### src/rtl/wdog_pkg.sv
package wdog_pkg;
  localparam int          DATA_W    = 8;
  localparam int          CYC_W     = 3;
  localparam logic        ADDR_MODE = 1'b0;
  localparam logic        ADDR_SVC  = 1'b1;
  localparam logic [7:0]  SVC_KEY   = 8'hAC;
  localparam logic [1:0]  SRC_FIXED = 2'b11;
  localparam logic [CYC_W-1:0] CYC_RESET = '1;
endpackage

### src/rtl/wdog_regif.sv
module wdog_regif
  import wdog_pkg::*;
(
  input  logic              clk,
  input  logic              rst,
  input  logic              bus_wr,
  input  logic              bus_addr,
  input  logic [DATA_W-1:0] bus_wdata,
  input  logic              fire,
  output logic [CYC_W-1:0]  cyc_q,
  output logic              clr,
  output logic              key_err,
  output logic [DATA_W-1:0] rdata_q
);
  logic wr_mode, wr_svc, key_ok;

  always_comb begin
    wr_mode = bus_wr && (bus_addr == ADDR_MODE);
    wr_svc  = bus_wr && (bus_addr == ADDR_SVC);
    key_ok  = (bus_wdata == SVC_KEY);
    clr     = wr_mode || (wr_svc && key_ok);
    key_err = wr_svc && !key_ok;
  end

  // Cycle field; source bits are not stored at all.
  always_ff @(posedge clk) begin
    if (rst || fire)  cyc_q <= CYC_RESET;
    else if (wr_mode) cyc_q <= bus_wdata[CYC_W-1:0];
  end

  always_ff @(posedge clk) begin
    if (rst)                         rdata_q <= '0;
    else if (bus_addr == ADDR_MODE)  rdata_q <= {{(DATA_W-CYC_W-2){1'b0}}, SRC_FIXED, cyc_q};
    else                             rdata_q <= '0;
  end
endmodule

### src/rtl/wdog_counter.sv
module wdog_counter
  import wdog_pkg::*;
#(
  parameter int BASE_LOG2 = 11,
  parameter int CNT_W     = BASE_LOG2 + 7
) (
  input  logic             clk,
  input  logic             rst,
  input  logic             tick,
  input  logic             clr,
  input  logic             fire,
  input  logic [CYC_W-1:0] cyc,
  output logic [CNT_W-1:0] cnt_q,
  output logic             term_hit
);
  logic [CNT_W-1:0] limit;
  logic [CYC_W-1:0] shift;

  always_comb begin
    shift    = CYC_RESET - cyc;
    limit    = {CNT_W{1'b1}} >> shift;
    term_hit = tick && !clr && (cnt_q == limit);
  end

  always_ff @(posedge clk) begin
    if (rst || clr || fire) cnt_q <= '0;
    else if (tick)          cnt_q <= cnt_q + 1'b1;
  end
endmodule

### src/rtl/wdog_rstgen.sv
module wdog_rstgen (
  input  logic clk,
  input  logic rst,
  input  logic key_err,
  input  logic term_hit,
  output logic fire,
  output logic pulse_q
);
  always_comb fire = key_err || term_hit;

  always_ff @(posedge clk) begin
    if (rst) pulse_q <= 1'b0;
    else     pulse_q <= fire;
  end
endmodule

### src/rtl/wdog_keyed.sv
module wdog_keyed
  import wdog_pkg::*;
#(
  parameter int BASE_LOG2 = 11
) (
  input  logic              clk,
  input  logic              rst,
  input  logic              tick,
  input  logic              stop_req,
  input  logic              bus_wr,
  input  logic              bus_addr,
  input  logic [DATA_W-1:0] bus_wdata,
  output logic [DATA_W-1:0] bus_rdata,
  output logic              wdt_rst
);
  localparam int CNT_W = BASE_LOG2 + 7;

  logic [CYC_W-1:0] cyc_q;
  logic [CNT_W-1:0] cnt_q;
  logic clr, key_err, term_hit, fire;
  logic stop_unused;

  // The stop request is accepted but deliberately has no path to the counter.
  assign stop_unused = stop_req;

  wdog_regif u_regs (
    .clk(clk), .rst(rst), .bus_wr(bus_wr), .bus_addr(bus_addr),
    .bus_wdata(bus_wdata), .fire(fire), .cyc_q(cyc_q), .clr(clr),
    .key_err(key_err), .rdata_q(bus_rdata)
  );

  wdog_counter #(.BASE_LOG2(BASE_LOG2), .CNT_W(CNT_W)) u_cnt (
    .clk(clk), .rst(rst), .tick(tick), .clr(clr), .fire(fire),
    .cyc(cyc_q), .cnt_q(cnt_q), .term_hit(term_hit)
  );

  wdog_rstgen u_rgen (
    .clk(clk), .rst(rst), .key_err(key_err), .term_hit(term_hit),
    .fire(fire), .pulse_q(wdt_rst)
  );
endmodule

### config.mk
export PLATFORM = sky130hd
export DESIGN_NAME = wdog_keyed
export DESIGN_NICKNAME = d
export VERILOG_FILES = /design/src/rtl/wdog_pkg.sv /design/src/rtl/wdog_regif.sv /design/src/rtl/wdog_counter.sv /design/src/rtl/wdog_rstgen.sv /design/src/rtl/wdog_keyed.sv
export SDC_FILE = /design/constraint.sdc
export NUM_CORES = 1
export LEC_CHECK = 0
export BUFFER_PORTS_ARGS = -buffer_cell sky130_fd_sc_hd__buf_4
export CAP_MARGIN = 40
export CORE_MARGIN = 2
export CORE_UTILIZATION = 55
export CTS_CLUSTER_SIZE = 12
export DETAILED_ROUTE_END_ITERATION = 10
export PLACE_DENSITY_LB_ADDON = 0.15
export SLEW_MARGIN = 20
export SYNTH_ARGS = -nofsm -noshare
export SYNTH_HDL_FRONTEND = slang
export SYNTH_SLANG_ARGS = --single-unit
### constraint.sdc
create_clock -name clk -period 4.91 [get_ports clk]
set_input_delay 0.491 -clock clk [delete_from_list [all_inputs] [get_ports clk]]
set_output_delay 0.491 -clock clk [all_outputs]
set_load 0.1 [all_outputs]
==> key figures, run 1 <==
Status
  • Status: finished clean

Timing
  • Worst Skew: roughly 1.1 ps
  • Period utilisation layout: 0.5305
  • RSZ-0062 raised after global routing: no
  • Hold slack: 346.8 ps
  • Final min period: around 2600 ps
  • Final hold violations: 0
  • Slew margin rel.: 0.4563
  • Slew Limit Fails: 0
  • Worst-Margin Slew: about 800 ps
  • Final worst slack: 2305 ps
  • Fmax: roughly 380 MHz
  • Setup tns final: 0 ps
  • Final setup viols: 0

Global route
  • First-pass GRT wire length: around 3600 um
  • GRT overflow: 0
  • Largest net degree at the start of global routing: 19
  • Total track usage: 0.1759
  • Vias in the first global route: approximately 910
  • Initial antenna violation count: 0

Logic synthesis
  • Top cells by count, synth: 26 x dfxtp_1, 24 x nor2_1, 14 x xor2_1
  • Register area share after synthesis: 0.4015
  • Syn Inst Count: 140
  • Synth area leaders: dfxtp_1 40%, xor2_1 9.5%, nor2_1 6.9%
  • Post-synth EDFFs: 0
  • Library cells used by synthesis: 37
  • Async SR Flop Fraction: 0
  • Prevailing post-synth register cell: dfxtp_1
  • Area leader, netlist: dfxtp_1
  • Most frequent cell after synthesis: dfxtp_1
  • Cell area after synthesis: roughly 0.0013 sq mm
  • Mean area per synthesized cell: 9.259 sq um
  • Register bit total from synthesis: 26
  • Post-synth top area share: 0.4015
  • Ys Warns: 0

Pwr
  • P_leak: 0.5448 nW
  • Peak VDD IR: between 0.1 and 0.15 mV
  • Clock power frac: 0.273
  • Pint: between 200 and 300 uW
  • Reg power frac: 0.574
  • P_sw: ~110 uW
  • Switching Fraction: 0.2771
  • Gate power share: 0.153
  • Pwr dens: approximately 270 mW/mm^2
  • Final Total Pwr: about 380 uW

Flow run
  • Max-cap violations: 0

Clocking
  • Num CTS Buffers: 3
  • Clock sink count: 26
  • Htree depth: 1
  • Post-CTS Hold Buffers: 0
  • Clock buffer depth: 2
  • CTS tree: yes
  • Root Driver: clkbuf_4
  • Later-pin clock latency in the skew report: approximately 310 ps
  • Postcts setup bufs: 0
  • Worst-path clk slew: 130 ps
  • Post_cts resized: 0

Setup path
  • CP Max Fanout: 18
  • CP Class: register to register
  • Startpoint types: register
  • Crit path max-delay family: simple AND/OR/NAND/NOR gates
  • CP arrival: between 2000 and 3000 ps
  • CP endpoint kind: register
  • Worst Path Buf+Inv: 0
  • Slowest cell on crit path: nor4_1
  • Crit-path cells: ha_1, nand4_2, nor4_1, o21ai_2, o31ai_4, nor2_1
  • Worst endpoint required time: between 5000 and 6000 ps
  • Max incr delay on CP: roughly 730 ps

Floorplanning
  • Number of I/O pins: 23
  • Die height: ~53 um
  • Die width: about 53 um
  • Die Footprint: around 0.0028 sq mm
  • # rows: 17
  • Initial core utilization: 0.5860
  • Core area: roughly 0.0022 sq mm

Finish
  • Final cell count without fillers: between 150 and 200
  • Antenna diodes: 0
  • Multi-input logic area: 706.9 sq um
  • Non-Filler Cell Area, Final: about 0.0014 sq mm
  • # nets final: between 150 and 200
  • FF+latch area: approximately 520 sq um
  • Area grow syn2layout: 11.20%
  • Layout cells sized above 1: 0.2065
  • Finished Core Util: 0.6516
  • Fillers: 187

Drt
  • DRT Wirelength: roughly 2200 um
  • TritonRoute pass-1 iters: 4
  • DR WL/cell: 11.91 um
  • DRC: 0
  • 1st-iter DRT viols: 7
  • Vias: 976
  • Vias per cell: 5.333
  • DRT antenna net count: 0

Place
  • Post-DP HPWL: 1698 um
  • PortBufs: 18
  • Post-Place Setup Slack: 2346 ps
  • Post-DP Area: 0.001405 sq mm
  • Placed cells: roughly 180
  • Placer Congestion: 0.7515

Worst hold path
  • HP Class: primary input to register
-- logic make-up (layout without fill, tap and decap cells) --
family,count (synthesis),in the layout,share of synthesized area
AOI/OAI and AO/OA,12,12,0.09750
other,1,3,0.002893
and+or+nand+nor,67,67,0.2790
adders and majority gates,1,1,0.009651
DFF,26,26,0.4015
xor gates and xnor gates,20,20,0.1351
muxes,2,2,0.01544
buffers and inverters,11,24,0.05888
-- area by class of cell --
| cell class | instances | share of cell area |
|---|---|---|
| inverters | 2 | 0.005208 |
| well taps | 28 | 0.02431 |
| multi-input cells | 105 | 0.4905 |
| flip-flops and latches | 26 | 0.3611 |
| repair buffers | 18 | 0.09375 |
| clock buffers | 4 | 0.02517 |
-- power groups by stage --
stage	combinational [mW]	sequential [mW]	clock [mW]
2_1_floorplan	0.0344	0.238	0
3_3_place_gp	0.0580	0.224	0
3_5_place_dp	0.0587	0.225	0
4_1_cts	0.0588	0.220	0.108
5_1_grt	0.0618	0.221	0.117
6_report	0.0585	0.220	0.105
-- registers in the layout, indices dropped and copies added, names as in the netlist --
name and count:
u_cnt.cnt_q 18, u_regs.rdata_q 4, u_regs.cyc_q 3, u_rgen.pulse_q 1
-- layer usage --
layer / routed length (um) / GRT usage
met5: 0 / 0
met1: 1031 / 0.2232
met2: 1082 / 0.3063
met4: 14 / 0.05128
met3: 50 / 0.02571
-- placed cells by master, fill, tap and decap left out, drive strengths merged --
cell type  netlist  final
a2111oi          2      2
a21oi            2      2
a31oi            1      1
a41oi            1      1
and2             4      4
and3             2      2
and4             1      1
buf              8     18
clkbuf           1      4
conb             1      3
dfxtp           26     26
ha               1      1
inv              2      2
mux2i            2      2
nand2            9      9
nand2b           1      1
nand3            4      4
nand3b           3      3
nand4           12     12
nor2            24     24
nor3b            1      1
nor4             2      2
nor4bb           1      1
o21ai            5      5
o31ai            1      1
or3              1      1
or4              2      2
xnor2            6      6
xor2            14     14
-- worst register-to-register path, cell delays in order, from the launching register on --
cell     delay (ps)
dfxtp_1         420
ha_1            210
nand4_2         150
nor4_1          730
o21ai_2         190
o31ai_4         650
nor2_1          130
-- path summary, 6_finish.rpt --
check | from | endpoint | slack, ps | cells past startpoint
hold / removal | rst | u_rgen.pulse_q | 350 | 2
hold reg to reg | u_cnt.cnt_q[10] | u_cnt.cnt_q[10] | 550 | 2
setup / recovery | u_cnt.cnt_q[0] | u_cnt.cnt_q[6] | 2310 | 6
setup reg to reg | u_cnt.cnt_q[0] | u_cnt.cnt_q[6] | 2310 | 6
No activity file was read; power rests on OpenSTA's default activity.
==> run 2: changes to the inputs <==
ABC_AREA = 1   (was unset)
CORE_UTILIZATION = 54   (was 55)
clock period = 2.5 ns   (was 4.91 ns; I/O delays follow)
==> run 2 against run 1 <==
  * Cell count is 32% higher
  * Routed wire length is 11% higher
  * Global-route usage is 2.3 points higher
  * Synthesized cell count is 38% higher
  * Combinational power is 95% higher
  * Die area is 5.1% higher
  * Sequential share of layout area is 1.8 points lower
  * Register-to-register slack worse by 1300 ps
  * Setup slack worse by 1300 ps
  * Via count is 19% higher
  * Critical path type unchanged
  * Largest cell class unchanged
  * Largest power group unchanged
  * Highest routed layer unchanged
==> key figures, run 2 <==
Status
  • Status: finished clean (unchanged)

Finish
  • Area grow syn2layout: 13.05% (was 11.20%)
  • Max FFs per register: 18 (unchanged)
  • Largest Register: u_cnt.cnt_q (unchanged)
  • Antenna diodes: 0 (unchanged)
  • Largest registers: u_cnt.cnt_q x18, u_regs.rdata_q x4, u_regs.cyc_q x3 (unchanged)
  • Most frequent cells in the layout: 43 x nand2_1, 42 x nor2_1, 26 x dfxtp_1 (was 26 x dfxtp_1, 24 x nor2_1, 18 x buf_4)
  • Commonest non-fill, non-tap cell in the layout: nand2_1 (was dfxtp_1)
  • # nets final: 228 (was 171)
  • Finished Core Util: 0.6298 (was 0.6516)
  • Final cell count without fillers: 242 (was 183)
  • Layout cells sized above 1: 0.1509 (was 0.2065)

Global route
  • Initial antenna violation count: 0 (unchanged)
  • GRT overflow: 0 (unchanged)
  • Total track usage: 0.1986 (was 0.1759)
  • Largest net degree at the start of global routing: 19 (unchanged)
  • Vias in the first global route: 1055 (was 906)
  • First-pass GRT wire length: 4236 um (was 3629 um)

Floorplanning
  • Die height: 53.86 um (was 52.55 um)
  • Initial core utilization: 0.5571 (was 0.5860)
  • Die Footprint: 0.002901 sq mm (was 0.002761 sq mm)
  • Die width: 53.86 um (was 52.55 um)
  • Number of I/O pins: 23 (unchanged)
  • # rows: 18 (was 17)
  • Core area: 0.002410 sq mm (was 0.002212 sq mm)

Clocking
  • Post-CTS Hold Buffers: 0 (unchanged)
  • Root Driver: clkbuf_4 (unchanged)
  • Post_cts resized: 0 (unchanged)
  • CTS tree: yes (unchanged)
  • Clock sink count: 26 (unchanged)
  • Postcts setup bufs: 0 (unchanged)
  • Worst-path clk slew: 140 ps (was 130 ps)
  • Num CTS Buffers: 3 (unchanged)
  • Clock buffer depth: 2 (unchanged)
  • Later-pin clock latency in the skew report: 320 ps (was 310 ps)
  • Htree depth: 1 (unchanged)

Drt
  • 1st-iter DRT viols: 14 (was 7)
  • Wire length on met3: 49 um (was 50 um)
  • TritonRoute pass-1 iters: 4 (unchanged)
  • DRC: 0 (unchanged)
  • DRT Wirelength: 2427 um (was 2179 um)
  • DR top layer: met4 (unchanged)
  • DR WL/cell: 10.03 um (was 11.91 um)
  • Vias: 1158 (was 976)
  • DRT antenna net count: 0 (unchanged)
  • Met2 wire length: 1212 um (was 1082 um)
  • Vias per cell: 4.785 (was 5.333)
  • M1 WL: 1154 um (was 1031 um)

Pwr
  • P_leak: 0.6526 nW (was 0.5448 nW)
  • Pint: 538.9 uW (was 277.0 uW)
  • Pwr dens: 494.0 mW/mm^2 (was 265.8 mW/mm^2)
  • Clock power frac: 0.280 (was 0.273)
  • Gate power share: 0.152 (was 0.153)
  • Switching Fraction: 0.2813 (was 0.2771)
  • Peak VDD IR: 0.3209 mV (was 0.1420 mV)
  • Reg power frac: 0.568 (was 0.574)
  • P_sw: 210.9 uW (was 106.1 uW)

Timing
  • Fmax: 664.2 MHz (was 383.9 MHz)
  • Final setup viols: 0 (unchanged)
  • Period utilisation layout: 0.6023 (was 0.5305)
  • Final hold violations: 0 (unchanged)
  • RSZ-0062 raised after global routing: no (unchanged)
  • Hold slack: 101.6 ps (was 346.8 ps)
  • Worst Skew: 8.517 ps (was 1.114 ps)
  • Final min period: 1506 ps (was 2605 ps)
  • Setup tns final: 0 ps (unchanged)
  • Slew Limit Fails: 0 (unchanged)

Logic synthesis
  • Synth area leaders: dfxtp_1 39%, nand2_1 12%, nor2_1 12% (was dfxtp_1 40%, xor2_1 9.5%, nor2_1 6.9%)
  • Post-synth EDFFs: 0 (unchanged)
  • Post-synth top area share: 0.3877 (was 0.4015)
  • Register area share after synthesis: 0.3877 (was 0.4015)
  • Library cells used by synthesis: 26 (was 37)
  • Most frequent cell after synthesis: nand2_1 (was dfxtp_1)
  • Async SR Flop Fraction: 0 (unchanged)
  • Prevailing post-synth register cell: dfxtp_1 (unchanged)
  • Area leader, netlist: dfxtp_1 (unchanged)
  • Mean area per synthesized cell: 6.956 sq um (was 9.259 sq um)
  • Register bit total from synthesis: 26 (unchanged)
  • Cell area after synthesis: 0.001343 sq mm (was 0.001296 sq mm)
  • Top cells by count, synth: 43 x nand2_1, 42 x nor2_1, 26 x dfxtp_1 (was 26 x dfxtp_1, 24 x nor2_1, 14 x xor2_1)
  • Ys Warns: 0 (unchanged)
  • Syn Inst Count: 193 (was 140)

Setup path
  • CP endpoint kind: register (unchanged)
  • Worst endpoint required time: 2770 ps (was 5090 ps)
  • Max incr delay on CP: 390 ps (was 730 ps)
  • Crit-path cells: ha_1, nand3_1, inv_1, nand2_1, inv_1, nand3b_1, nor2_1, nand2_1, nand2_1, nand2_1, nor2_1 (was ha_1, nand4_2, nor4_1, o21ai_2, o31ai_4, nor2_1)
  • Worst Path Buf+Inv: 2 (was 0)
  • Crit path max-delay family: simple AND/OR/NAND/NOR gates (unchanged)
  • Slowest cell on crit path: dfxtp_1 (was nor4_1)
  • Crit-path most repeated cell: nand2_1
  • Startpoint types: register (unchanged)
  • CP Class: register to register (unchanged)
  • CP arrival: 1770 ps (was 2790 ps)
  • CP Max Fanout: 3 (was 18)

Flow run
  • Max-cap violations: 0 (unchanged)

Place
  • PortBufs: 18 (unchanged)
  • Placer Congestion: 0.7608 (was 0.7515)
  • Post-DP HPWL: 1908 um (was 1698 um)
  • Placed cells: 238 (was 179)

Worst hold path
  • HP Class: primary input to register (unchanged)
run 2: power groups by stage:
stage | Sequential [mW] | Combinational, mW | Clock, mW
after floorplan | 0.467 | 0.0573 | 0
final | 0.426 | 0.114 | 0.210
after CTS | 0.426 | 0.115 | 0.213
after global routing | 0.427 | 0.123 | 0.230
after detailed placement | 0.435 | 0.115 | 0
after global placement | 0.435 | 0.113 | 0
run 2: logic make-up after synthesis:
kind of cell               Yosys count  synth area share
AOI/OAI and AO/OA                    6           0.02330
DFF                                 26            0.3877
and+or+nand+nor                    115            0.3765
other                                1          0.002793
muxes                                1          0.007456
buffers and inverters               28           0.09507
xor gates and xnor gates            15           0.09786
adders and majority gates            1          0.009318
run 2: cell type report:
type	instances	area, sq um
inverters	23	86.33
flip-flops and latches	26	520.5
fillers	233	892.1
repair buffers	18	135.1
multi-input cells	141	701.9
well taps	30	37.54
clock buffers	4	36.28
run 2: metrics by stage:
step	worst slack, ps	instance area, sq um	total power, mW
detailed placement	1019	1481	0.5496
finish	994.4	1518	0.7498
CTS	994.7	1518	0.7535
global placement	1034	1481	0.5477
floorplan	893.8	1350	0.5244
global route	773.9	1518	0.7804
run 2: final timing paths:
kind	start	endpoint	slack, ps	cells after the start
worst max register to register	u_cnt.cnt_q[0]	u_cnt.cnt_q[16]	990	11
worst max-delay path	u_cnt.cnt_q[0]	u_cnt.cnt_q[16]	990	11
worst min-delay path	rst	u_rgen.pulse_q	100	2
worst min register to register	u_cnt.cnt_q[17]	u_cnt.cnt_q[17]	540	4
run 2: metal layers:
layer / vias to the layer above / track usage
met3: 2 / 0.03333
met5: - / 0
met4: 0 / 0.06410
met1: 518 / 0.2590
li1: 625 / -
met2: 13 / 0.3313
==> run 3: changes to the inputs <==
ABC_AREA = 0   (was 1)
CORE_ASPECT_RATIO = 2   (was unset)
CORE_UTILIZATION = 49   (was 54)
clock period = 1.3 ns   (was 2.5 ns; I/O delays follow)
==> run 3 against run 2 <==
  * The flow now finishes with violations (negative setup slack)
  * Sequential power increased by 93%
  * Non-clock buffer count increased by 32
  * Cell area increased by 15%
  * Worst hold slack got worse by 58 ps
==> key figures, run 3 (synthesis results as in run 1) <==
Global route
  • GRT overflow: 0 (unchanged)
  • Vias in the first global route: 1145 (was 1055)
  • Largest net degree at the start of global routing: 19 (unchanged)
  • GRT met1 Usage: 0.1825 (was 0.2590)
  • Total track usage: 0.2100 (was 0.1986)
  • First-pass GRT wire length: 4602 um (was 4236 um)
  • Grt peak-use layer: met2 (unchanged)
  • M2 GR Usage: 0.3984 (was 0.3313)
  • M3 GR Usage: 0.04335 (was 0.03333)
  • Initial antenna violation count: 0 (unchanged)

Finish
  • Commonest non-fill, non-tap cell in the layout: buf_4 (was nand2_1)
  • # nets final: 203 (was 228)
  • Largest Register: u_cnt.cnt_q (unchanged)
  • Max FFs per register: 18 (unchanged)
  • Area grow syn2layout: 34.85% (was 13.05%)
  • Antenna diodes: 0 (unchanged)
  • Largest registers: u_cnt.cnt_q x18, u_regs.rdata_q x4, u_regs.cyc_q x3 (unchanged)
  • Layout cells sized above 1: 0.3636 (was 0.1509)
  • Final cell count without fillers: 215 (was 242)
  • Most frequent cells in the layout: 49 x buf_4, 24 x nor2_1, 23 x dfxtp_1 (was 43 x nand2_1, 42 x nor2_1, 26 x dfxtp_1)
  • Fillers: 228 (was 233)

Setup path
  • Reg2reg path depth: 5 (was 11)
  • Crit-path cells: or3_4, a2111oi_4, a41oi_2, or4_4, a21oi_2 (was ha_1, nand3_1, inv_1, nand2_1, inv_1, nand3b_1, nor2_1, nand2_1, nand2_1, nand2_1, nor2_1)
  • CP endpoint kind: register (unchanged)
  • Crit path max-delay family: simple AND/OR/NAND/NOR gates (unchanged)
  • CP Class: register to register (unchanged)
  • CP arrival: 2080 ps (was 1770 ps)
  • Critical R2R Launch: u_regs.cyc_q[0] (was u_cnt.cnt_q[0])
  • CP Max Fanout: 4 (was 3)
  • Worst Path Buf+Inv: 0 (was 2)
  • Reg2reg setup slack: -570 ps (was 990 ps)
  • Reg-to-Reg End: u_rgen.pulse_q (was u_cnt.cnt_q[16])
  • Startpoint types: register (unchanged)
  • Slowest cell on crit path: or4_4 (was dfxtp_1)
  • Worst endpoint required time: 1510 ps (was 2770 ps)
  • Max incr delay on CP: 570 ps (was 390 ps)

Pwr
  • P_leak: 0.7390 nW (was 0.6526 nW)
  • Pwr dens: 999.1 mW/mm^2 (was 494.0 mW/mm^2)
  • P_sw: 440.3 uW (was 210.9 uW)
  • Pint: 1.306 mW (was 538.9 uW)
  • Switching Fraction: 0.2522 (was 0.2813)
  • Reg power frac: 0.472 (was 0.568)
  • Final Total Pwr: 1.746 mW (was 749.8 uW)
  • Peak VDD IR: 0.6429 mV (was 0.3209 mV)
  • Gate power share: 0.146 (was 0.152)
  • Clock power frac: 0.383 (was 0.280)

Clocking
  • Post-CTS Hold Buffers: 0 (unchanged)
  • Htree depth: 1 (unchanged)
  • Later-pin clock latency in the skew report: 270 ps (was 320 ps)
  • Clock buffer depth: 2 (unchanged)
  • Clock sink count: 26 (unchanged)
  • Worst-path clk slew: 90 ps (was 140 ps)
  • Num CTS Buffers: 3 (unchanged)
  • CTS tree: yes (unchanged)
  • Root Driver: clkbuf_8 (was clkbuf_4)

Drt
  • DRC: 0 (unchanged)
  • 1st-iter DRT viols: 18 (was 14)
  • Vias per cell: 5.288 (was 4.785)
  • DRT antenna net count: 0 (unchanged)
  • TritonRoute pass-1 iters: 4 (unchanged)
  • DRT Wirelength: 2789 um (was 2427 um)
  • Vias: 1137 (was 1158)
  • DR WL/cell: 12.97 um (was 10.03 um)

Timing
  • Final setup viols: 22 (was 0)
  • Fmax: 533.8 MHz (was 664.2 MHz)
  • Hold slack: 43.52 ps (was 101.6 ps)
  • Worst-Margin Slew: approximately 490 ps
  • Final worst slack: -573.2 ps (was 994.4 ps)
  • Worst Skew: 8.412 ps (was 8.517 ps)
  • Final min period: 1873 ps (was 1506 ps)
  • Final hold violations: 0 (unchanged)
  • Period utilisation layout: 1.441 (was 0.6023)
  • Slew margin rel.: 0.6663
  • Slew Limit Fails: 0 (unchanged)
  • RSZ-0062 raised after global routing: yes (was no)

Worst hold path
  • HP Class: primary input to register (unchanged)
  • Min-Delay Endpoint: u_rgen.pulse_q (unchanged)
  • Worst Hold Path Cells: 2 (unchanged)
  • Worst Min Path Start: rst (unchanged)

Floorplanning
  • Die Footprint: 0.003098 sq mm (was 0.002901 sq mm)
  • Die width: 40.37 um (was 53.86 um)
  • Core area: 0.002537 sq mm (was 0.002410 sq mm)
  • Number of I/O pins: 23 (unchanged)
  • # rows: 26 (was 18)
  • Initial core utilization: 0.5108 (was 0.5571)
  • Die height: 76.74 um (was 53.86 um)

Flow run
  • Max-cap violations: 0 (unchanged)

Place
  • Post-Place Setup Slack: -591.8 ps (was 1019 ps)
  • Placer Congestion: 0.7909 (was 0.7608)
  • Placed cells: 210 (was 238)
  • Post-DP HPWL: 2206 um (was 1908 um)
  • PortBufs: 18 (unchanged)

Status
  • Status: complete, but fails checks (was finished clean)
  • Failing checks: negative setup slack
run 3: metal layers:
layer  wire length [um]  vias up
li1                   -      571
met1                966      551
met2               1736       11
met3                 43        4
met4                 42        0
met5                  0        -
run 3: area by class of cell:
| type | count | area (sq um) | area share |
|---|---|---|---|
| Clock buffer | 3 | 41.29 | 0.02362 |
| Clock inverter | 1 | 30.03 | 0.01718 |
| Inverter | 2 | 7.507 | 0.004295 |
| Multi-Input combinational cell | 105 | 721.9 | 0.4130 |
| Sequential cell | 26 | 524.3 | 0.2999 |
| Tap cell | 28 | 35.03 | 0.02004 |
| Timing Repair Buffer | 50 | 387.9 | 0.2219 |
run 3: worst max-delay path by stage:
stage / start / end / slack, ps / cells after the start
after floorplan: u_regs.cyc_q[1] / u_rgen.pulse_q / -620 / 6
after global placement: u_regs.cyc_q[1] / u_rgen.pulse_q / -550 / 5
after detailed placement: u_regs.cyc_q[1] / u_rgen.pulse_q / -590 / 5
after CTS: u_regs.cyc_q[0] / u_rgen.pulse_q / -600 / 5
after global routing: u_regs.cyc_q[0] / u_rgen.pulse_q / -630 / 5
final: u_regs.cyc_q[0] / u_rgen.pulse_q / -570 / 5
run 3: power groups by stage:
stage	Clock (mW)	Combinational (mW)	Sequential, mW
2_1_floorplan	0	0.132	0.900
3_3_place_gp	0	0.251	0.841
3_5_place_dp	0	0.255	0.842
4_1_cts	0.681	0.256	0.824
5_1_grt	0.718	0.269	0.826
6_report	0.668	0.255	0.824
run 3: through the flow:
stage	instance area [sq um]	TNS, ps	utilization
after floorplan	1324	-10780	-
after global placement	1667	-10710	0.6568
after detailed placement	1667	-10950	0.6568
after CTS	1747	-11520	0.6884
after global routing	1748	-12890	0.6889
final	1748	-11250	0.6889
run 3: timing repair:
item,in CTS,in global routing
setup endpoints to repair,22,22
setup buffers,1,0
pin swaps,1,2
resized for setup,1,1
